===== config.mk =====
export PLATFORM = sky130hd
export DESIGN_NAME = dir_home_ctrl
export DESIGN_NICKNAME = d
export VERILOG_FILES = /design/src/rtl/dir_pkg.sv /design/src/rtl/dir_pick.sv /design/src/rtl/dir_table.sv /design/src/rtl/dir_engine.sv /design/src/rtl/dir_home_ctrl.sv
export SDC_FILE = /design/constraint.sdc
export NUM_CORES = 1
export LEC_CHECK = 0
export BUFFER_PORTS_ARGS = -buffer_cell sky130_fd_sc_hd__buf_2
export CAP_MARGIN = 10
export CORE_MARGIN = 3
export CORE_UTILIZATION = 30
export DETAILED_ROUTE_END_ITERATION = 6
export GPL_TIMING_DRIVEN = 0
export PLACE_DENSITY = 0.56
export SKIP_LAST_GASP = 1
export SYNTH_ARGS = -nofsm -noshare
export SYNTH_HDL_FRONTEND = slang
export SYNTH_SLANG_ARGS = --single-unit

===== constraint.sdc =====
create_clock -name clk -period 34.1 [get_ports clk]
set_input_delay 3.41 -clock clk [delete_from_list [all_inputs] [get_ports clk]]
set_output_delay 3.41 -clock clk [all_outputs]
set_load 0.01 [all_outputs]

===== src/rtl/dir_pkg.sv =====
package dir_pkg;
  typedef enum logic [2:0] {
    MSG_RD_MISS   = 3'd0,
    MSG_WR_MISS   = 3'd1,
    MSG_INVAL     = 3'd2,
    MSG_FETCH     = 3'd3,
    MSG_FETCH_INV = 3'd4,
    MSG_DATA      = 3'd5,
    MSG_WBACK     = 3'd6
  } msg_kind_e;

  typedef enum logic [1:0] {
    BLK_UNCACHED = 2'd0,
    BLK_SHARED   = 2'd1,
    BLK_EXCL     = 2'd2
  } blk_state_e;

  typedef enum logic [2:0] {
    ENG_IDLE   = 3'd0,
    ENG_EXEC   = 3'd1,
    ENG_INVAL  = 3'd2,
    ENG_FETCH  = 3'd3,
    ENG_WAITWB = 3'd4,
    ENG_REPLY  = 3'd5
  } eng_state_e;
endpackage


===== src/rtl/dir_pick.sv =====
module dir_pick #(
  parameter int N = 4,
  localparam int IW = (N > 1) ? $clog2(N) : 1
) (
  input  logic [N-1:0]  vec,
  output logic [IW-1:0] idx
);
  // lowest set bit wins, giving ascending service order
  always_comb begin
    idx = '0;
    for (int i = N - 1; i >= 0; i--) begin
      if (vec[i]) idx = IW'(i);
    end
  end
endmodule


===== src/rtl/dir_table.sv =====
module dir_table
  import dir_pkg::*;
#(
  parameter int NPROC  = 4,
  parameter int ADDR_W = 4,
  parameter int DATA_W = 16,
  localparam int NBLK  = 1 << ADDR_W
) (
  input  logic              clk,
  input  logic              rst_n,
  input  logic [ADDR_W-1:0] addr,
  output blk_state_e        rd_state,
  output logic [NPROC-1:0]  rd_sharers,
  output logic [DATA_W-1:0] rd_data,
  input  logic              dir_we,
  input  blk_state_e        wr_state,
  input  logic [NPROC-1:0]  wr_sharers,
  input  logic              mem_we,
  input  logic [DATA_W-1:0] wr_data
);
  blk_state_e        state_q [NBLK];
  logic [NPROC-1:0]  share_q [NBLK];
  logic [DATA_W-1:0] mem_q   [NBLK];

  always_ff @(posedge clk or negedge rst_n) begin
    if (!rst_n) begin
      for (int b = 0; b < NBLK; b++) begin
        state_q[b] <= BLK_UNCACHED;
        share_q[b] <= '0;
        mem_q[b]   <= '0;
      end
    end else begin
      if (dir_we) begin
        state_q[addr] <= wr_state;
        share_q[addr] <= wr_sharers;
      end
      if (mem_we) mem_q[addr] <= wr_data;
    end
  end

  assign rd_state   = state_q[addr];
  assign rd_sharers = share_q[addr];
  assign rd_data    = mem_q[addr];

  for (genvar b = 0; b < NBLK; b++) begin : g_chk
    assert_excl_one_owner_R4: assert property (@(posedge clk) disable iff (!rst_n)
      state_q[b] == BLK_EXCL |-> $countones(share_q[b]) == 1);
    assert_uncached_empty_R8: assert property (@(posedge clk) disable iff (!rst_n)
      state_q[b] == BLK_UNCACHED |-> share_q[b] == '0);
    assert_shared_nonempty_R3: assert property (@(posedge clk) disable iff (!rst_n)
      state_q[b] == BLK_SHARED |-> share_q[b] != '0);
  end
endmodule


===== src/rtl/dir_engine.sv =====
module dir_engine
  import dir_pkg::*;
#(
  parameter int NPROC  = 4,
  parameter int ADDR_W = 4,
  parameter int DATA_W = 16,
  localparam int PW    = (NPROC > 1) ? $clog2(NPROC) : 1
) (
  input  logic              clk,
  input  logic              rst_n,
  input  logic              in_valid,
  output logic              in_ready,
  input  logic [2:0]        in_kind,
  input  logic [PW-1:0]     in_proc,
  input  logic [ADDR_W-1:0] in_addr,
  input  logic [DATA_W-1:0] in_data,
  output logic              out_valid,
  input  logic              out_ready,
  output logic [2:0]        out_kind,
  output logic [PW-1:0]     out_proc,
  output logic [ADDR_W-1:0] out_addr,
  output logic [DATA_W-1:0] out_data,
  output logic [ADDR_W-1:0] addr_q,
  input  blk_state_e        rd_state,
  input  logic [NPROC-1:0]  rd_sharers,
  input  logic [DATA_W-1:0] rd_data,
  output logic [NPROC-1:0]  pend_q,
  input  logic [PW-1:0]     pend_idx,
  input  logic [PW-1:0]     owner_idx,
  output logic              dir_we,
  output blk_state_e        wr_state,
  output logic [NPROC-1:0]  wr_sharers,
  output logic              mem_we,
  output logic [DATA_W-1:0] wr_data
);
  localparam logic [NPROC-1:0] ONE = NPROC'(1);

  eng_state_e        st_q, st_d;
  msg_kind_e         kind_q;
  logic [PW-1:0]     src_q;
  logic [DATA_W-1:0] data_q;
  logic              cap_en, pend_en;
  logic [NPROC-1:0]  pend_d, src_oh, pend_left;
  logic              wb_match;

  assign src_oh    = ONE << src_q;
  assign pend_left = pend_q & ~(ONE << pend_idx);
  assign wb_match  = in_valid && (in_kind == MSG_WBACK) &&
                     (in_proc == owner_idx) && (in_addr == addr_q);

  // next-state and output decode
  always_comb begin
    st_d       = st_q;
    cap_en     = 1'b0;
    pend_en    = 1'b0;
    pend_d     = pend_q;
    in_ready   = 1'b0;
    out_valid  = 1'b0;
    out_kind   = MSG_DATA;
    out_proc   = src_q;
    out_addr   = addr_q;
    out_data   = '0;
    dir_we     = 1'b0;
    wr_state   = rd_state;
    wr_sharers = rd_sharers;
    mem_we     = 1'b0;
    wr_data    = data_q;
    unique case (st_q)
      ENG_IDLE: begin
        in_ready = 1'b1;
        if (in_valid) begin
          cap_en = 1'b1;
          st_d   = ENG_EXEC;
        end
      end
      ENG_EXEC: begin
        st_d = ENG_IDLE;
        unique case (kind_q)
          MSG_RD_MISS: begin
            if (rd_state == BLK_EXCL) begin
              st_d = ENG_FETCH;
            end else begin
              dir_we     = 1'b1;
              wr_state   = BLK_SHARED;
              wr_sharers = ((rd_state == BLK_UNCACHED) ? '0 : rd_sharers) | src_oh;
              st_d       = ENG_REPLY;
            end
          end
          MSG_WR_MISS: begin
            if (rd_state == BLK_EXCL) begin
              st_d = ENG_FETCH;
            end else begin
              pend_en = 1'b1;
              pend_d  = (rd_state == BLK_SHARED) ? (rd_sharers & ~src_oh) : '0;
              if (pend_d == '0) begin
                dir_we     = 1'b1;
                wr_state   = BLK_EXCL;
                wr_sharers = src_oh;
                st_d       = ENG_REPLY;
              end else begin
                st_d = ENG_INVAL;
              end
            end
          end
          MSG_WBACK: begin
            if (rd_state == BLK_EXCL && rd_sharers[src_q]) begin
              mem_we     = 1'b1;
              dir_we     = 1'b1;
              wr_state   = BLK_UNCACHED;
              wr_sharers = '0;
            end
          end
          default: st_d = ENG_IDLE;
        endcase
      end
      ENG_INVAL: begin
        out_valid = 1'b1;
        out_kind  = MSG_INVAL;
        out_proc  = pend_idx;
        if (out_ready) begin
          pend_en = 1'b1;
          pend_d  = pend_left;
          if (pend_left == '0) begin
            dir_we     = 1'b1;
            wr_state   = BLK_EXCL;
            wr_sharers = src_oh;
            st_d       = ENG_REPLY;
          end
        end
      end
      ENG_FETCH: begin
        out_valid = 1'b1;
        out_kind  = (kind_q == MSG_WR_MISS) ? MSG_FETCH_INV : MSG_FETCH;
        out_proc  = owner_idx;
        if (out_ready) st_d = ENG_WAITWB;
      end
      ENG_WAITWB: begin
        in_ready = wb_match;
        if (wb_match) begin
          mem_we  = 1'b1;
          wr_data = in_data;
          dir_we  = 1'b1;
          if (kind_q == MSG_RD_MISS) begin
            wr_state   = BLK_SHARED;
            wr_sharers = rd_sharers | src_oh;
          end else begin
            wr_state   = BLK_EXCL;
            wr_sharers = src_oh;
          end
          st_d = ENG_REPLY;
        end
      end
      ENG_REPLY: begin
        out_valid = 1'b1;
        out_kind  = MSG_DATA;
        out_data  = rd_data;
        if (out_ready) st_d = ENG_IDLE;
      end
      default: st_d = ENG_IDLE;
    endcase
  end

  // registers
  always_ff @(posedge clk or negedge rst_n) begin
    if (!rst_n) begin
      st_q   <= ENG_IDLE;
      kind_q <= MSG_RD_MISS;
      src_q  <= '0;
      addr_q <= '0;
      data_q <= '0;
      pend_q <= '0;
    end else begin
      st_q <= st_d;
      if (cap_en) begin
        kind_q <= msg_kind_e'(in_kind);
        src_q  <= in_proc;
        addr_q <= in_addr;
        data_q <= in_data;
      end
      if (pend_en) pend_q <= pend_d;
    end
  end

  assert_out_hold_R10: assert property (@(posedge clk) disable iff (!rst_n)
    out_valid && !out_ready |=> out_valid &&
      $stable({out_kind, out_proc, out_addr, out_data}));
  assert_busy_only_wb_R10: assert property (@(posedge clk) disable iff (!rst_n)
    (st_q != ENG_IDLE) && in_ready |-> (in_kind == MSG_WBACK) && (in_addr == addr_q));
  assert_inval_not_self_R5: assert property (@(posedge clk) disable iff (!rst_n)
    out_valid && (out_kind == MSG_INVAL) |-> out_proc != src_q);
  assert_read_reply_shared_R3: assert property (@(posedge clk) disable iff (!rst_n)
    (st_q == ENG_REPLY) && (kind_q == MSG_RD_MISS) |->
      (rd_state == BLK_SHARED) && rd_sharers[src_q]);
  assert_write_reply_excl_R7: assert property (@(posedge clk) disable iff (!rst_n)
    (st_q == ENG_REPLY) && (kind_q == MSG_WR_MISS) |->
      (rd_state == BLK_EXCL) && (rd_sharers == src_oh));
  assert_fetch_from_excl_R6: assert property (@(posedge clk) disable iff (!rst_n)
    (st_q == ENG_FETCH) |-> rd_state == BLK_EXCL);
endmodule


===== src/rtl/dir_home_ctrl.sv =====
module dir_home_ctrl
  import dir_pkg::*;
#(
  parameter int NPROC  = 4,
  parameter int ADDR_W = 4,
  parameter int DATA_W = 16,
  localparam int PW    = (NPROC > 1) ? $clog2(NPROC) : 1
) (
  input  logic              clk,
  input  logic              rst_n,
  input  logic              in_valid,
  output logic              in_ready,
  input  logic [2:0]        in_kind,
  input  logic [PW-1:0]     in_proc,
  input  logic [ADDR_W-1:0] in_addr,
  input  logic [DATA_W-1:0] in_data,
  output logic              out_valid,
  input  logic              out_ready,
  output logic [2:0]        out_kind,
  output logic [PW-1:0]     out_proc,
  output logic [ADDR_W-1:0] out_addr,
  output logic [DATA_W-1:0] out_data
);
  logic [1:0]        rst_sync_q;
  logic              rst_int_n;
  logic [ADDR_W-1:0] blk_addr;
  blk_state_e        rd_state, wr_state;
  logic [NPROC-1:0]  rd_sharers, wr_sharers, pend_vec;
  logic [DATA_W-1:0] rd_data, wr_data;
  logic [PW-1:0]     pend_idx, owner_idx;
  logic              dir_we, mem_we;

  // asynchronous assertion, synchronous release
  always_ff @(posedge clk or negedge rst_n) begin
    if (!rst_n) rst_sync_q <= 2'b00;
    else        rst_sync_q <= {rst_sync_q[0], 1'b1};
  end
  assign rst_int_n = rst_sync_q[1];

  dir_table #(.NPROC(NPROC), .ADDR_W(ADDR_W), .DATA_W(DATA_W)) u_table (
    .clk(clk), .rst_n(rst_int_n), .addr(blk_addr),
    .rd_state(rd_state), .rd_sharers(rd_sharers), .rd_data(rd_data),
    .dir_we(dir_we), .wr_state(wr_state), .wr_sharers(wr_sharers),
    .mem_we(mem_we), .wr_data(wr_data)
  );

  dir_pick #(.N(NPROC)) u_pend_pick  (.vec(pend_vec),   .idx(pend_idx));
  dir_pick #(.N(NPROC)) u_owner_pick (.vec(rd_sharers), .idx(owner_idx));

  dir_engine #(.NPROC(NPROC), .ADDR_W(ADDR_W), .DATA_W(DATA_W)) u_engine (
    .clk(clk), .rst_n(rst_int_n),
    .in_valid(in_valid), .in_ready(in_ready), .in_kind(in_kind),
    .in_proc(in_proc), .in_addr(in_addr), .in_data(in_data),
    .out_valid(out_valid), .out_ready(out_ready), .out_kind(out_kind),
    .out_proc(out_proc), .out_addr(out_addr), .out_data(out_data),
    .addr_q(blk_addr), .rd_state(rd_state), .rd_sharers(rd_sharers),
    .rd_data(rd_data), .pend_q(pend_vec), .pend_idx(pend_idx),
    .owner_idx(owner_idx), .dir_we(dir_we), .wr_state(wr_state),
    .wr_sharers(wr_sharers), .mem_we(mem_we), .wr_data(wr_data)
  );
endmodule


==> metrics.md <==
| Metric | Value |
|---|---|
| Status | finished clean |
| Post-Layout Cell Count | about 2300 |
| Die Y | 257 µm |
| Post-Syn Instances | 1332 |
| WL final | between 50 and 60 mm |
| Sequential area share after synthesis | 0.513 |
| Clk slew on worst S/H paths | 0.06 ns |
| Wire length per cell | 23.0 µm |
| Fin nets | 1470 |
| #FFs+latches synth | 386 |
| Final Slew Violations | 0 |
| Max clock buf depth | 3 |
| Pin count of the biggest net entering global routing | 67 |
| Clk_lat worst skew | 0.58 ns |
| Ys flop type | dfrtp_1 |
| Layout cell share with drive strength beyond 1 | 0.367 |
| Yosys top cell by area | dfrtp_1 |
| Ant diodes | 0 |
| Total iterations of the first detailed-routing run | 5 |
| Hold_ws | 0.352 ns |
| Hold Fails Final Rpt | 0 |
| TritonCTS clock tree | built |
| Area growth, synth to finish | 15.7% |
| Routed wl met3 | approximately 2.7 mm |
| Worst-path fanout max | 10 |
| I/O pin count | 56 |
| Critical Path AT | between 5 and 6 ns |
| Die Wd | 257 µm |
| Max Clock Freq | 114 MHz |
| Row cnt | 91 |
| Worst endpoint required time | between 30 and 40 ns |
| Post-route clock period utilization | 0.258 |
| Setup bufs post-CTS | 0 |
| HP Class | register to register |
| Antenna violations before repair | 0 |
| Syn. warnings | 0 |
| Setup crit start kind | register |
| 1st-iter DRT viols | 855 |
| Pwr Density | approximately 75 mW/mm² |
| Core area | 0.0619 mm² |
| Post-CTS Resized | 0 |
| FILL cells | between 6000 and 7000 |
| Vias per inst | 5.28 |
| Slew @ Worst Pin | 1.15 ns |
| Setup violators final | 0 |
| Worst Skew | 0.0320 ns |
| CTS Buf Count | 42 |
| Worst-case reg-to-reg path depth | 12 |
| CTS Hold Bufs | 0 |
| Placed insts | around 2200 |
| Tmin final | 8.81 ns |
| First-pass GRT wire length | 82.1 mm |
| Worst VDD drop | 0.0359 mV |
| GP Congestion | 0.851 |
| ANT nets after route | 0 |
| Synth top area cells | dfrtp_1 (51%), mux2_2 (14%), mux4_2 (12%) |
| Hold depth | 0 |
| Synth top area share | 0.513 |
| GRT overflow | 0 |
| CP Class | register to output port |
| Starting Density | 0.304 |
| CTS H-tree depth | 2 |
| Num Clock Sinks | 386 |
| RSZ-0062 raised after global routing | false |
| GRT Util Overall | 0.162 |
| Drt drc | 0 |
| Total power | ~1.6 mW |
| Mapped Nets | 1361 |
| Detailed-route via count | ~12000 |
| Synth unique cells | 67 |
| Max-Cap Viols | 0 |
| Post-DP HPWL | 37.2 mm |
| Total die area | ~0.066 mm² |
| Pleak | 9.98 nW |
| Avg Inst Size Synth | 14.1 µm² |
| Async set or reset register ratio after synthesis | 1.00 |
| Critical path capture point type | output port |
| Clk root buf | clkbuf_16 |
| Synth Cell Area | 0.0188 mm² |
| Relative slew slack | 0.229 |
| Number of global-route vias before repair | approximately 13000 |
| Number of enable flip-flop cells after synthesis | 0 |
| Met2 WL | 25.2 mm |
| Routed met1 length | 23.8 mm |
| Count of input and output buffers | 55 |
| Setup TNS | 0 ns |
| Max layer used | met4 |
-- critical path: stages, from the launching register on --
cell and delay [ns]:
dfrtp_1 0.47, buf_2 0.41, clkbuf_1 0.40, buf_1 0.58, buf_2 0.49, buf_1 0.89, mux4_2 0.66, mux4_2 0.50
nor2b_1 0.20, buf_2 0.21
-- flip-flops by register name, summed over array words and instances (netlist names) --
name / cells
u_table.mem_q: 256
u_table.share_q: 64
u_table.state_q: 32
u_engine.data_q: 16
u_engine.addr_q: 4
u_engine.pend_q: 4
u_engine.kind_q: 3
u_engine.st_q: 3
rst_sync_q: 2
u_engine.src_q: 2
-- power breakdown --
part	switching (mW)	internal (mW)	leakage (nW)	total, mW
registers	0.0470	0.523	5.26	0.570
logic	0.394	0.214	4.04	0.608
clock network	0.194	0.268	0.678	0.463
-- area by class of cell --
class / count / area (µm²) / area share
inverters: 7 / 26.3 / 0.00121
clock inverters: 14 / 150 / 0.00689
well taps: 837 / 1050 / 0.0481
plain buffers: 109 / 579 / 0.0266
multi-input cells: 830 / 8600 / 0.395
repair buffers: 65 / 479 / 0.0220
clock buffers: 64 / 1240 / 0.0571
flip-flops and latches: 386 / 9660 / 0.443
-- metal layers --
layer  track usage  vias to the layer above
met5             0                        -
met4        0.0472                        0
met3        0.0277                       82
met2         0.261                      346
met1         0.224                     6499
li1              -                     5277
-- cells in the final DEF (no fill, tap or decap), types with 13 or more instances in the layout --
cell	n
a21oi_1	73
buf_1	14
clkbuf_1	58
a41oi_1	65
nand2_1	53
nor2b_1	29
dfrtp_1	385
mux2_1	97
clkbuf_16	42
buf_2	84
mux2_2	227
mux4_2	98
nor2_1	34
buf_6	15
mux2i_1	13
o21ai_0	14
-- Yosys cell counts, drive strengths merged (6+ instances only) --
| master | n |
|---|---|
| a41oi | 65 |
| inv | 7 |
| clkbuf | 47 |
| a21oi | 73 |
| nor3 | 23 |
| o21ai | 16 |
| nand2 | 54 |
| nor2b | 30 |
| dfrtp | 386 |
| nor2 | 34 |
| nand2b | 6 |
| mux4 | 98 |
| mux2 | 330 |
| mux2i | 13 |
| and3 | 6 |
| buf | 62 |
| nand3 | 11 |
-- cells by family (layout without fill, tap and decap cells) --
| logic type | Yosys count | after routing | share of synthesized area |
|---|---|---|---|
| flip-flops | 386 | 386 | 0.513 |
| other | 1 | 1 | 0.000199 |
| AND/OR/NAND/NOR | 183 | 183 | 0.0537 |
| buffers and inverters | 116 | 259 | 0.0322 |
| AO/OA/AOI/OAI | 199 | 199 | 0.0753 |
| multiplexers | 441 | 441 | 0.323 |
| XOR/XNOR | 6 | 6 | 0.00319 |
-- metrics by stage --
stage	util	area, µm²	setup WS, ns
finish	0.352	21800	25.29
global placement	0.325	20200	18.23
global route	0.352	21800	25.08
floorplan	-	18800	22.55
CTS	0.352	21800	25.23
detailed placement	0.329	20400	25.78
-- worst paths after layout --
| check | startpoint | to | slack [ns] |
|---|---|---|---|
| setup / recovery | u_engine.addr_q[0]$_DFFE_PN0P_ | out_data[12] | 25.29 |
| hold / removal | rst_sync_q[0]$_DFF_PN0_ | rst_sync_q[1]$_DFF_PN0_ | 0.35 |
| setup reg to reg | u_engine.addr_q[0]$_DFFE_PN0P_ | u_table.mem_q[26]$_DFFE_PN0P_ | 29.41 |
| hold reg to reg | rst_sync_q[0]$_DFF_PN0_ | rst_sync_q[1]$_DFF_PN0_ | 0.35 |
| max in group asynchronous | rst_n | rst_sync_q[1]$_DFF_PN0_ | 31.37 |
| min in group asynchronous | rst_sync_q[1]$_DFF_PN0_ | u_engine.st_q[2]$_DFFE_PN0P_ | 0.45 |
(Power assumes the default switching activity.)
